**config.mk**
```make
export PLATFORM = sky130hd
export DESIGN_NAME = pd_seq_detector
export DESIGN_NICKNAME = d
export VERILOG_FILES = /design/src/rtl/pd_seq_pkg.sv /design/src/rtl/pd_sync.sv /design/src/rtl/pd_edge.sv /design/src/rtl/pd_core.sv /design/src/rtl/pd_meter.sv /design/src/rtl/pd_seq_detector.sv
export SDC_FILE = /design/constraint.sdc
export NUM_CORES = 1
export LEC_CHECK = 0
export BUFFER_PORTS_ARGS = -buffer_cell sky130_fd_sc_hd__buf_2
export CAP_MARGIN = 20
export CORE_MARGIN = 8
export CORE_UTILIZATION = 53
export DETAILED_ROUTE_END_ITERATION = 16
export GPL_TIMING_DRIVEN = 0
export PLACE_DENSITY = 0.79
export SLEW_MARGIN = 10
export SYNTH_ARGS = -nofsm -noshare
export SYNTH_HDL_FRONTEND = slang
export SYNTH_HIERARCHICAL = 1
export SYNTH_SLANG_ARGS = --single-unit
export TNS_END_PERCENT = 5
```
**constraint.sdc**
```tcl
create_clock -name clk -period 1.9 [get_ports clk]
set_input_delay 0.285 -clock clk [delete_from_list [all_inputs] [get_ports clk]]
set_output_delay 0.285 -clock clk [all_outputs]
set_load 0.01 [all_outputs]
```
**src/rtl/pd_seq_pkg.sv**
```systemverilog
package pd_seq_pkg;

    // Decoded event pair seen by the set/clear core: {set, clear}
    typedef enum logic [1:0] {
        EV_NONE = 2'b00,
        EV_CLR  = 2'b01,
        EV_SET  = 2'b10,
        EV_BOTH = 2'b11
    } pd_event_t;

    typedef struct packed {
        logic sr;    // set/clear memory bit
        logic miss;  // reference starved
        logic pd;    // registered output
    } core_flags_t;

endpackage

```
**src/rtl/pd_sync.sv**
```systemverilog
module pd_sync #(
    parameter int W = 2
) (
    input  logic         clk,
    input  logic         rst,
    input  logic [W-1:0] d,
    output logic [W-1:0] q
);
    typedef struct packed {
        logic [W-1:0] s1;
        logic [W-1:0] s2;
    } sync_t;

    sync_t st_d, st_q;

    always_comb begin
        st_d    = st_q;
        st_d.s1 = d;
        st_d.s2 = st_q.s1;
        if (rst) begin
            st_d = '0;
        end
    end

    always_ff @(posedge clk) begin
        st_q <= st_d;
    end

    assign q = st_q.s2;
endmodule

```
**src/rtl/pd_edge.sv**
```systemverilog
module pd_edge #(
    parameter int W = 2
) (
    input  logic         clk,
    input  logic         rst,
    input  logic [W-1:0] lvl,
    output logic [W-1:0] rise
);
    logic [W-1:0] prev_d, prev_q;

    always_comb begin
        prev_d = rst ? '0 : lvl;
    end

    always_ff @(posedge clk) begin
        prev_q <= prev_d;
    end

    for (genvar i = 0; i < W; i++) begin : g_rise
        assign rise[i] = lvl[i] & ~prev_q[i];
    end
endmodule

```
**src/rtl/pd_core.sv**
```systemverilog
module pd_core
    import pd_seq_pkg::*;
#(
    parameter int MISS_LIMIT = 1024
) (
    input  logic clk,
    input  logic rst,
    input  logic set_ev,
    input  logic clr_ev,
    output logic pd,
    output logic miss
);
    localparam int GW = $clog2(MISS_LIMIT + 1);
    localparam logic [GW-1:0] LIM = GW'(MISS_LIMIT);

    typedef struct packed {
        core_flags_t  f;
        logic [GW-1:0] gap;
    } core_st_t;

    core_st_t st_d, st_q;
    pd_event_t ev;

    always_comb begin
        ev   = pd_event_t'({set_ev, clr_ev});
        st_d = st_q;

        case (ev)
            EV_SET:  st_d.f.sr = 1'b1;
            EV_CLR:  st_d.f.sr = 1'b0;
            EV_BOTH: st_d.f.sr = 1'b0;   // clear has priority
            default: st_d.f.sr = st_q.f.sr;
        endcase

        if (set_ev) begin
            st_d.gap = '0;
        end else if (st_q.gap != LIM) begin
            st_d.gap = st_q.gap + 1'b1;
        end

        st_d.f.miss = (st_d.gap == LIM);
        st_d.f.pd   = st_d.f.miss | st_d.f.sr;

        if (rst) begin
            st_d = '0;
        end
    end

    always_ff @(posedge clk) begin
        st_q <= st_d;
    end

    assign pd   = st_q.f.pd;
    assign miss = st_q.f.miss;
endmodule

```
**src/rtl/pd_meter.sv**
```systemverilog
module pd_meter #(
    parameter int CW = 12
) (
    input  logic          clk,
    input  logic          rst,
    input  logic          ref_ev,
    input  logic          pd,
    output logic          valid,
    output logic [CW-1:0] high_cnt,
    output logic [CW-1:0] period_cnt
);
    localparam logic [CW-1:0] CMAX = '1;

    typedef struct packed {
        logic          armed;
        logic          valid;
        logic [CW-1:0] acc;
        logic [CW-1:0] per;
        logic [CW-1:0] hi_out;
        logic [CW-1:0] per_out;
    } meter_st_t;

    meter_st_t st_d, st_q;
    logic [CW-1:0] acc_next;

    always_comb begin
        acc_next = (pd && st_q.acc != CMAX) ? st_q.acc + 1'b1 : st_q.acc;

        st_d       = st_q;
        st_d.valid = 1'b0;
        st_d.acc   = acc_next;
        st_d.per   = (st_q.per != CMAX) ? st_q.per + 1'b1 : st_q.per;

        if (ref_ev) begin
            if (st_q.armed) begin
                st_d.valid   = 1'b1;
                st_d.hi_out  = acc_next;
                st_d.per_out = st_q.per;
            end
            st_d.armed = 1'b1;
            st_d.acc   = '0;
            st_d.per   = CW'(1);
        end

        if (rst) begin
            st_d = '0;
        end
    end

    always_ff @(posedge clk) begin
        st_q <= st_d;
    end

    assign valid      = st_q.valid;
    assign high_cnt   = st_q.hi_out;
    assign period_cnt = st_q.per_out;
endmodule

```
**src/rtl/pd_seq_detector.sv**
```systemverilog
module pd_seq_detector #(
    parameter int CW         = 12,
    parameter int MISS_LIMIT = 1024,
    parameter bit METER_EN   = 1'b1
) (
    input  logic          clk,
    input  logic          rst,
    input  logic          ref_in,
    input  logic          fb_in,
    output logic          pd_out,
    output logic          meas_valid,
    output logic [CW-1:0] meas_high,
    output logic [CW-1:0] meas_period
);
    localparam int NIN = 2;

    logic [NIN-1:0] raw, synced, rises;
    logic ref_ev, fb_ev, miss;

    assign raw = {fb_in, ref_in};

    pd_sync #(.W(NIN)) u_sync (
        .clk (clk),
        .rst (rst),
        .d   (raw),
        .q   (synced)
    );

    pd_edge #(.W(NIN)) u_edge (
        .clk  (clk),
        .rst  (rst),
        .lvl  (synced),
        .rise (rises)
    );

    assign ref_ev = rises[0];
    assign fb_ev  = rises[1];

    pd_core #(.MISS_LIMIT(MISS_LIMIT)) u_core (
        .clk    (clk),
        .rst    (rst),
        .set_ev (ref_ev),
        .clr_ev (fb_ev),
        .pd     (pd_out),
        .miss   (miss)
    );

    if (METER_EN) begin : g_meter
        pd_meter #(.CW(CW)) u_meter (
            .clk        (clk),
            .rst        (rst),
            .ref_ev     (ref_ev),
            .pd         (pd_out),
            .valid      (meas_valid),
            .high_cnt   (meas_high),
            .period_cnt (meas_period)
        );
    end else begin : g_no_meter
        assign meas_valid  = 1'b0;
        assign meas_high   = '0;
        assign meas_period = '0;
    end
endmodule

```
[Word level (Yosys, flattened, before mapping)]
Cells that the tools add are included.
Storage, ports and cells
  flip-flop bits (word level): 69
  input port bits: 4
  output and inout port bits: 26
  word-level logic and storage cells: 43
Operators by class
  add/sub/neg operators: 3
  eq/ne operators: 7
  multiplexer cells: 8
  bitwise gates (word level): 6
  reduce and logical (&&, ||, !) cells: 6
Operators by type and width (number)
  25-bit 2-to-1 mux: 1
  12-bit by 1-bit adder with 12-bit output (second input constant): 2
  24-bit 2-to-1 mux: 1
  12-bit inequality test (second input constant): 2
  11-bit 2-to-1 mux: 2
  12-bit 2-to-1 mux: 1
  11-bit by 1-bit adder with 11-bit output (second input constant): 1
  11-bit == test (second input constant): 1
  11-bit inequality test (second input constant): 1
  2-bit OR reduction: 3
  2-bit == test (second input constant): 2
  1-bit NOT: 3
  1-bit bitwise AND: 2
  2-bit by 1-bit == test with 1-bit output (second input constant): 1
  1-bit 2-to-1 mux: 2
  1-bit one-hot mux with 2 select lines: 1
  2-bit AND reduction: 1
  2-bit nonzero test: 1
  1-bit logical AND: 1
  1-bit OR: 1

[Longest topological paths before layout]
Gate-level depths: netlist (run 1).
  depth in word-level cells: 6
  gate-level depth with buffers: 7
  depth with buffers taken out: 7

[Hierarchy]
Netlist (run 1), hierarchy kept.
By module, submodules not included
  pd_meter: instances 1, cells an instance 279, area each 2311.0 µm²
  pd_core: instances 1, cells an instance 87, area each 747.0 µm²
  pd_sync: instances 1, cells an instance 10, area each 120.1 µm²
  pd_edge: instances 1, cells an instance 6, area each 70.1 µm²

[Worst setup path after synthesis (run 1)]
No wires, ideal clock.
  path kind: register to register
  from: register u_core/st_q[0] in the netlist's numbering
  to: register u_core.st_q (netlist bit u_core/pd)
  library setup time: 0.116 ns
  arrival time: 1.627 ns
  setup slack: 0.157 ns
  cell stages (with the launch flop): 7
  buffers on the path: 0
  cell sequence: dfxtp_1 > ha_1 > and4_4 > nand4_2 > xor2_1 > a211o_1 > a31o_1
On the way
  word-level cells in the longest chain between the ends: 5
Ends and longest elaborated chain
  from (decl): line pd_core.sv:21  | core_st_t st_d, st_q;
  from (signal assigned): line pd_core.sv:50  | st_q <= st_d;
  11-bit by 1-bit adder with 11-bit output or 11-bit inequality test (tied branches): line pd_core.sv:38, pd_core.sv:37
  11-bit 2-to-1 mux *: line pd_core.sv:37  | end else if (st_q.gap != LIM) begin
  11-bit 2-to-1 mux *: line pd_core.sv:35  | if (set_ev) begin
  11-bit == test *: line pd_core.sv:41  | st_d.f.miss = (st_d.gap == LIM);
  1-bit OR *: line pd_core.sv:42  | st_d.f.pd = st_d.f.miss | st_d.f.sr;
Mark *: on every way between the ends. The rest lies on a longest branch, timed or not.
A chain may end at the register's enable or synchronous reset.

[Worst setup path after layout (run 1)]
  from: register u_core.st_q (netlist bit u_core/pd)
  to: register g_meter.u_meter.st_q (netlist bit g_meter.u_meter/high_cnt[9])
On the way
  word-level cells in the longest chain between the ends: 2
Ends and longest elaborated chain
  1-bit logical AND: line pd_meter.sv:27  | acc_next = (pd && st_q.acc != CMAX) ? st_q.acc + 1'b1 : st_q.acc;
  12-bit 2-to-1 mux: line pd_meter.sv:27
  to (signal assigned): line pd_meter.sv:51  | st_q <= st_d;
  to (decl): line pd_meter.sv:23  | meter_st_t st_d, st_q;
Every way passes these cells.

==> results of run 1 <==
## cells in the final DEF (no fill, tap or decap), types with 2 or more instances in the layout
| cell type | count |
|---|---|
| a211oi_1 | 2 |
| a21oi_1 | 26 |
| a311oi_1 | 3 |
| a31oi_1 | 2 |
| a41oi_1 | 2 |
| and3_1 | 2 |
| buf_2 | 32 |
| buf_4 | 28 |
| bufinv_16 | 3 |
| clkbuf_1 | 10 |
| clkbuf_2 | 3 |
| clkbuf_8 | 12 |
| dfxtp_1 | 66 |
| dfxtp_2 | 3 |
| ha_2 | 2 |
| inv_1 | 10 |
| mux2i_1 | 6 |
| nand2_1 | 42 |
| nand2b_1 | 3 |
| nand3_1 | 9 |
| nand3_2 | 2 |
| nand3b_1 | 4 |
| nand4_1 | 9 |
| nor2_1 | 50 |
| nor2b_1 | 8 |
| nor3_1 | 12 |
| nor4_1 | 3 |
| nor4_2 | 2 |
| o2111ai_1 | 2 |
| o21ai_0 | 12 |
| o311a_1 | 3 |
| o31ai_1 | 2 |
| or2_2 | 2 |
| or3_1 | 4 |
| xnor2_1 | 5 |
| xor2_1 | 9 |
## stage by stage
stage	setup TNS [ns]	power (mW)	setup WS (ns)	hold slack, ns
finish	0	3.148	0.03761	0.1449
floorplan	0	1.617	0.1718	0.3566
global placement	-3.773	1.652	-0.2638	0.4194
detailed placement	-4.515	1.656	-0.2940	0.4329
CTS	-0.005956	3.161	-0.005956	0.1406
global route	-0.05304	3.255	-0.04007	0.1448
## registers in the layout, summed over array words and instances, names as in the netlist
register / count
u_sync/q: 2
u_sync/st_q: 2
u_core/st_q: 12
g_meter.u_meter/st_q: 25
g_meter.u_meter/high_cnt: 12
g_meter.u_meter/period_cnt: 12
u_edge/prev_q: 2
u_core/pd: 1
g_meter.u_meter/valid: 1
## per-layer routing
| layer | GRT usage [%] | routed length (um) |
|---|---|---|
| met4 | 8.190 | 159 |
| met3 | 4.317 | 394 |
| met5 | 0 | 0 |
| met2 | 26.02 | 3224 |
| met1 | 20.32 | 3232 |
## timing repair
| item | 4_1_cts | 5_1_grt |
|---|---|---|
| resized for setup | 5 | 14 |
| buffers inserted | 0 | 2 |
| endpoints found under the setup margin | 30 | 19 |
| pin swaps | 0 | 1 |
## area by class of cell
cell class / count / area, um^2 / share of cell area, %
multi-input combinational: 258 / 1592 / 41.91
sequential: 69 / 1385 / 36.47
buffer: 42 / 270.3 / 7.117
clock buffer: 13 / 168.9 / 4.448
timing repair buffer: 31 / 160.2 / 4.217
tap: 75 / 93.84 / 2.471
clock inverter: 3 / 90.09 / 2.372
inverter: 10 / 37.54 / 0.9885
## worst paths after layout
| check | from | endpoint | slack (ns) | cells past startpoint |
|---|---|---|---|---|
| setup / recovery | u_core/pd$_SDFF_PP0_ | g_meter.u_meter/high_cnt[9]$_SDFFE_PP0P_ | 0.04 | 4 |
| hold / removal | fb_in | u_sync/st_q[3]$_SDFF_PP0_ | 0.14 | 2 |
| setup reg to reg | u_core/pd$_SDFF_PP0_ | g_meter.u_meter/high_cnt[9]$_SDFFE_PP0P_ | 0.04 | 4 |
| hold reg to reg | u_sync/st_q[2]$_SDFF_PP0_ | u_sync/q[0]$_SDFF_PP0_ | 0.45 | 1 |
## worst register-to-register path: stages, from the launching register on
cell      delay, ns
dfxtp_1        0.54
nand3_4        0.14
or2_4          0.30
or4_4          0.49
a311oi_1       0.29
## where the power goes
part / leakage, nW / switching, mW / internal, mW
registers: 0.559 / 0.0258 / 1.47
clock network: 0.130 / 0.533 / 0.981
logic: 0.786 / 0.0784 / 0.0606
==> flow_summary.json, run 1 <==
{
  "route.detailed.drc": 0,
  "num_io_pins": 30,
  "chipHeight_um": 93.97,
  "viasPerCell": 5.483,
  "critical_path_buf_inv_count": 0,
  "synthCells": 380,
  "antenna_cells": 0,
  "peakVddDrop_mv": 0.5197,
  "cap_violations": 0,
  "vias": 2747,
  "place.gp.congestion": 0.8523,
  "final_util_pct": 64.52,
  "fin_crit_ns": 1.862,
  "cts.sinks": 69,
  "grt_usage_pct": 16.51,
  "slew-limit-headroom_pct": 58.68,
  "grt_max_degree": 12,
  "setup.worst_path.end_class": "register",
  "dr.pass1.iters": 5,
  "finalWirelength_um": 7011,
  "areaGrowthSynthToFinish_pct": 17.86,
  "clock_latency_ns": 0.35,
  "fillers": 494,
  "run_status": "complete, no violations",
  "grt_antenna_before_repair": 0,
  "cp.required_ns": 2.15,
  "slowest_stage": "dfxtp_1",
  "p_per_area_nw_per_um2": 829.0,
  "rsz0062_at_grt": "true",
  "skew_ns": 0.004500,
  "clock.fmax_mhz": 536.9,
  "tightest_slew_ns": 0.6199,
  "max_stage_delay_ns": 0.54,
  "setup.worst_path.class": "reg2reg",
  "nets": 429,
  "drive_gt1_share_pct": 24.88,
  "dp.cells": 484,
  "yosys_warnings": 6,
  "numCtsBuffers": 9,
  "dpl-instance-area_um2": 3461,
  "cts_tree": "built",
  "critPathMaxFanout": 6,
  "fin_area_um2": 3797,
  "grt_pass1_wl_um": 11620,
  "crit_family": "simple AND/OR/NAND/NOR gates",
  "cts-htree-levels": 3,
  "wl_per_cell_um": 13.99,
  "numPortBuffers": 29,
  "std_cell_rows": 28,
  "cts_hold_buffers": 0,
  "clock-root-buffer": "clkbuf_8",
  "final_cells": 501,
  "syn_area_um2": 3222,
  "syn_avg_cell_area_um2": 8.479,
  "overflow": 0,
  "crit_chain": "nand3_4 > or2_4 > or4_4 > a311oi_1",
  "grt_pass1_vias": 2562,
  "hp-class": "in2reg",
  "die_area_um2": 8829,
  "postRouteAntennaNets": 0,
  "start_util_pct": 54.74,
  "first_iter_violations": 202,
  "setup_viol": 0,
  "hpwl_um": 4726,
  "leakage_nw": 1.475,
  "cts.clk_slew.worst_paths_ns": 0.07,
  "cp.arrival_ns": 2.11,
  "fp.coreArea_um2": 5886,
  "clock_path_buffers": 2,
  "die_w_um": 93.97,
  "critPathLaunchType": "register",
  "fin_crit_sh_pct": 98.02,
  "synth_fp_nets": 388,
  "final_max_slew_viol_count": 0,
  "report.final.hold_viol_count": 0
}
(Power assumes the default switching activity.)
==> run 2: changes to the inputs <==
- MAX_ROUTING_LAYER: default -> met4
==> run 2 against run 1 <==
Effect of this change: the run now ends with negative setup slack left; clock power down 28%; sequential share of layout area up 1.0 points; total power down 14%; first-iteration DRC count down 16%; critical path depth up 2; largest power group is now sequential cells.
==> flow_summary.json, run 2 (synthesis results as in run 1) <==
{
  "fillers": 502,
  "dpl-instance-area_um2": 3461,
  "cts_tree": "built",
  "fin_crit_sh_pct": 101.1,
  "fin_crit_ns": 1.920,
  "clock.fmax_mhz": 520.7,
  "leakage_nw": 1.421,
  "critical_path_buf_inv_count": 0,
  "critPathLaunchType": "register",
  "p_seq_share_pct": 54.9,
  "timing.setup.tns_ns": -0.02042,
  "grt_pass1_vias": 2505,
  "final_max_slew_viol_count": 0,
  "clock-root-buffer": "clkbuf_8",
  "failed_checks": "negative setup slack",
  "skew_ns": 0.007654,
  "cts-htree-levels": 3,
  "slew-limit-headroom_pct": 60.55,
  "grt_max_degree": 13,
  "critPathMaxFanout": 6,
  "drive_gt1_share_pct": 24.53,
  "tightest_slew_ns": 0.5918,
  "num_io_pins": 30,
  "peakVddDrop_mv": 0.6362,
  "max_stage_delay_ns": 0.42,
  "overflow": 0,
  "areaGrowthSynthToFinish_pct": 14.60,
  "chipHeight_um": 93.97,
  "grt_pass1_wl_um": 11400,
  "setup.worst_path.class": "reg2reg",
  "cts_hold_buffers": 0,
  "clock_path_buffers": 2,
  "first_iter_violations": 169,
  "crit_start": "u_core/st_q[0]$_SDFF_PP0_",
  "finalWirelength_um": 6787,
  "start_util_pct": 54.74,
  "postCtsSetupBuffers": 0,
  "cts.sinks": 69,
  "r2r_start": "u_core/st_q[0]$_SDFF_PP0_",
  "grt_antenna_before_repair": 0,
  "route.detailed.drc": 0,
  "report.final.hold_viol_count": 0,
  "hpwl_um": 4827,
  "antenna_cells": 0,
  "final_common_cell": "dfxtp_1",
  "fin_area_um2": 3692,
  "crit_chain": "ha_1 > and4_4 > nand4_2 > xor2_1 > a211o_1 > a31o_1",
  "die_w_um": 93.97,
  "place.gp.congestion": 0.8458,
  "combPwrFrac_pct": 5.1,
  "slowest_stage": "dfxtp_1",
  "clock_power_share_pct": 40.0,
  "fp.coreArea_um2": 5886,
  "min_from": "fb_in",
  "cts.clk_slew.worst_paths_ns": 0.07,
  "crit_family": "compound AO/OA/AOI/OAI gates",
  "swShare_pct": 23.74,
  "setup_viol": 1,
  "p_per_area_nw_per_um2": 734.8,
  "postRouteAntennaNets": 0,
  "nets": 427,
  "vias": 2689,
  "wl_per_cell_um": 13.60,
  "dr.pass1.iters": 4,
  "viasPerCell": 5.389,
  "cp.arrival_ns": 2.15,
  "hp-class": "in2reg",
  "run_status": "complete, but fails checks",
  "largest-register": "g_meter.u_meter/st_q",
  "largest_reg_flops": 25,
  "grt_usage_pct": 16.53,
  "rsz0062_at_grt": "true",
  "numPortBuffers": 29,
  "cap_violations": 0,
  "die_area_um2": 8829,
  "worst_slack_ns": -0.02042,
  "numCtsBuffers": 9,
  "setup.worst_path.end_class": "register",
  "clock_latency_ns": 0.34,
  "mostFrequentLayoutCells": "dfxtp_1, nor2_1, nand2_1, buf_2",
  "cp.required_ns": 2.13,
  "p_sw_mw": 0.6441,
  "intPower_mw": 2.069,
  "std_cell_rows": 28
}
[run 2: stage by stage]
step	power [mW]	instances	hold slack, ns	worst slack, ns	util [%]
6_report	2.713	499	0.1657	-0.02042	62.73
5_1_grt	2.828	499	0.1534	-0.09268	62.73
4_1_cts	2.747	499	0.1547	-0.003307	62.07
3_5_place_dp	1.658	484	0.4363	-0.3395	58.80
3_3_place_gp	1.652	484	0.4192	-0.2712	58.80
2_1_floorplan	1.617	380	0.3566	0.1718	-
[run 2: worst paths after layout]
kind	endpoint	slack, ns	cells after the start
setup / recovery	u_core/pd$_SDFF_PP0_	-0.02	6
hold / removal	u_sync/st_q[3]$_SDFF_PP0_	0.17	2
setup reg to reg	u_core/pd$_SDFF_PP0_	-0.02	6
hold reg to reg	u_sync/q[1]$_SDFF_PP0_	0.44	1
[run 2: power by group through the flow]
| stage | clock (mW) | sequential [mW] | combinational (mW) |
|---|---|---|---|
| 2_1_floorplan | 0 | 1.52 | 0.0985 |
| 3_3_place_gp | 0 | 1.52 | 0.130 |
| 3_5_place_dp | 0 | 1.52 | 0.135 |
| 4_1_cts | 1.12 | 1.49 | 0.136 |
| 5_1_grt | 1.18 | 1.49 | 0.154 |
| 6_report | 1.08 | 1.49 | 0.139 |
[run 2: layer usage]
metal / wire (um) / GRT usage, % / vias up / share of wire, %
met5: 0 / - / - / 0
met4: 107 / 6.605 / 0 / 1.6
met3: 347 / 5.356 / 12 / 5.1
met2: 3186 / 24.85 / 66 / 47
met1: 3146 / 19.95 / 1231 / 46
li1: - / - / 1380 / -
[run 2: area by class of cell]
type	count	area [um^2]	share of cell area, %
multi-input combinational	258	1575	42.66
sequential	69	1384	37.48
buffer	42	270.3	7.320
clock buffer	11	151.4	4.100
timing repair buffer	29	145.1	3.931
tap	75	93.84	2.542
inverter	10	37.54	1.017
clock inverter	5	35.03	0.9488
[run 2: timing repair]
item / 4_1_cts / 5_1_grt
pin swaps: 1 / 0
resized for setup: 4 / 14
gates cloned: 0 / 0
endpoints found under the setup margin: 21 / 27
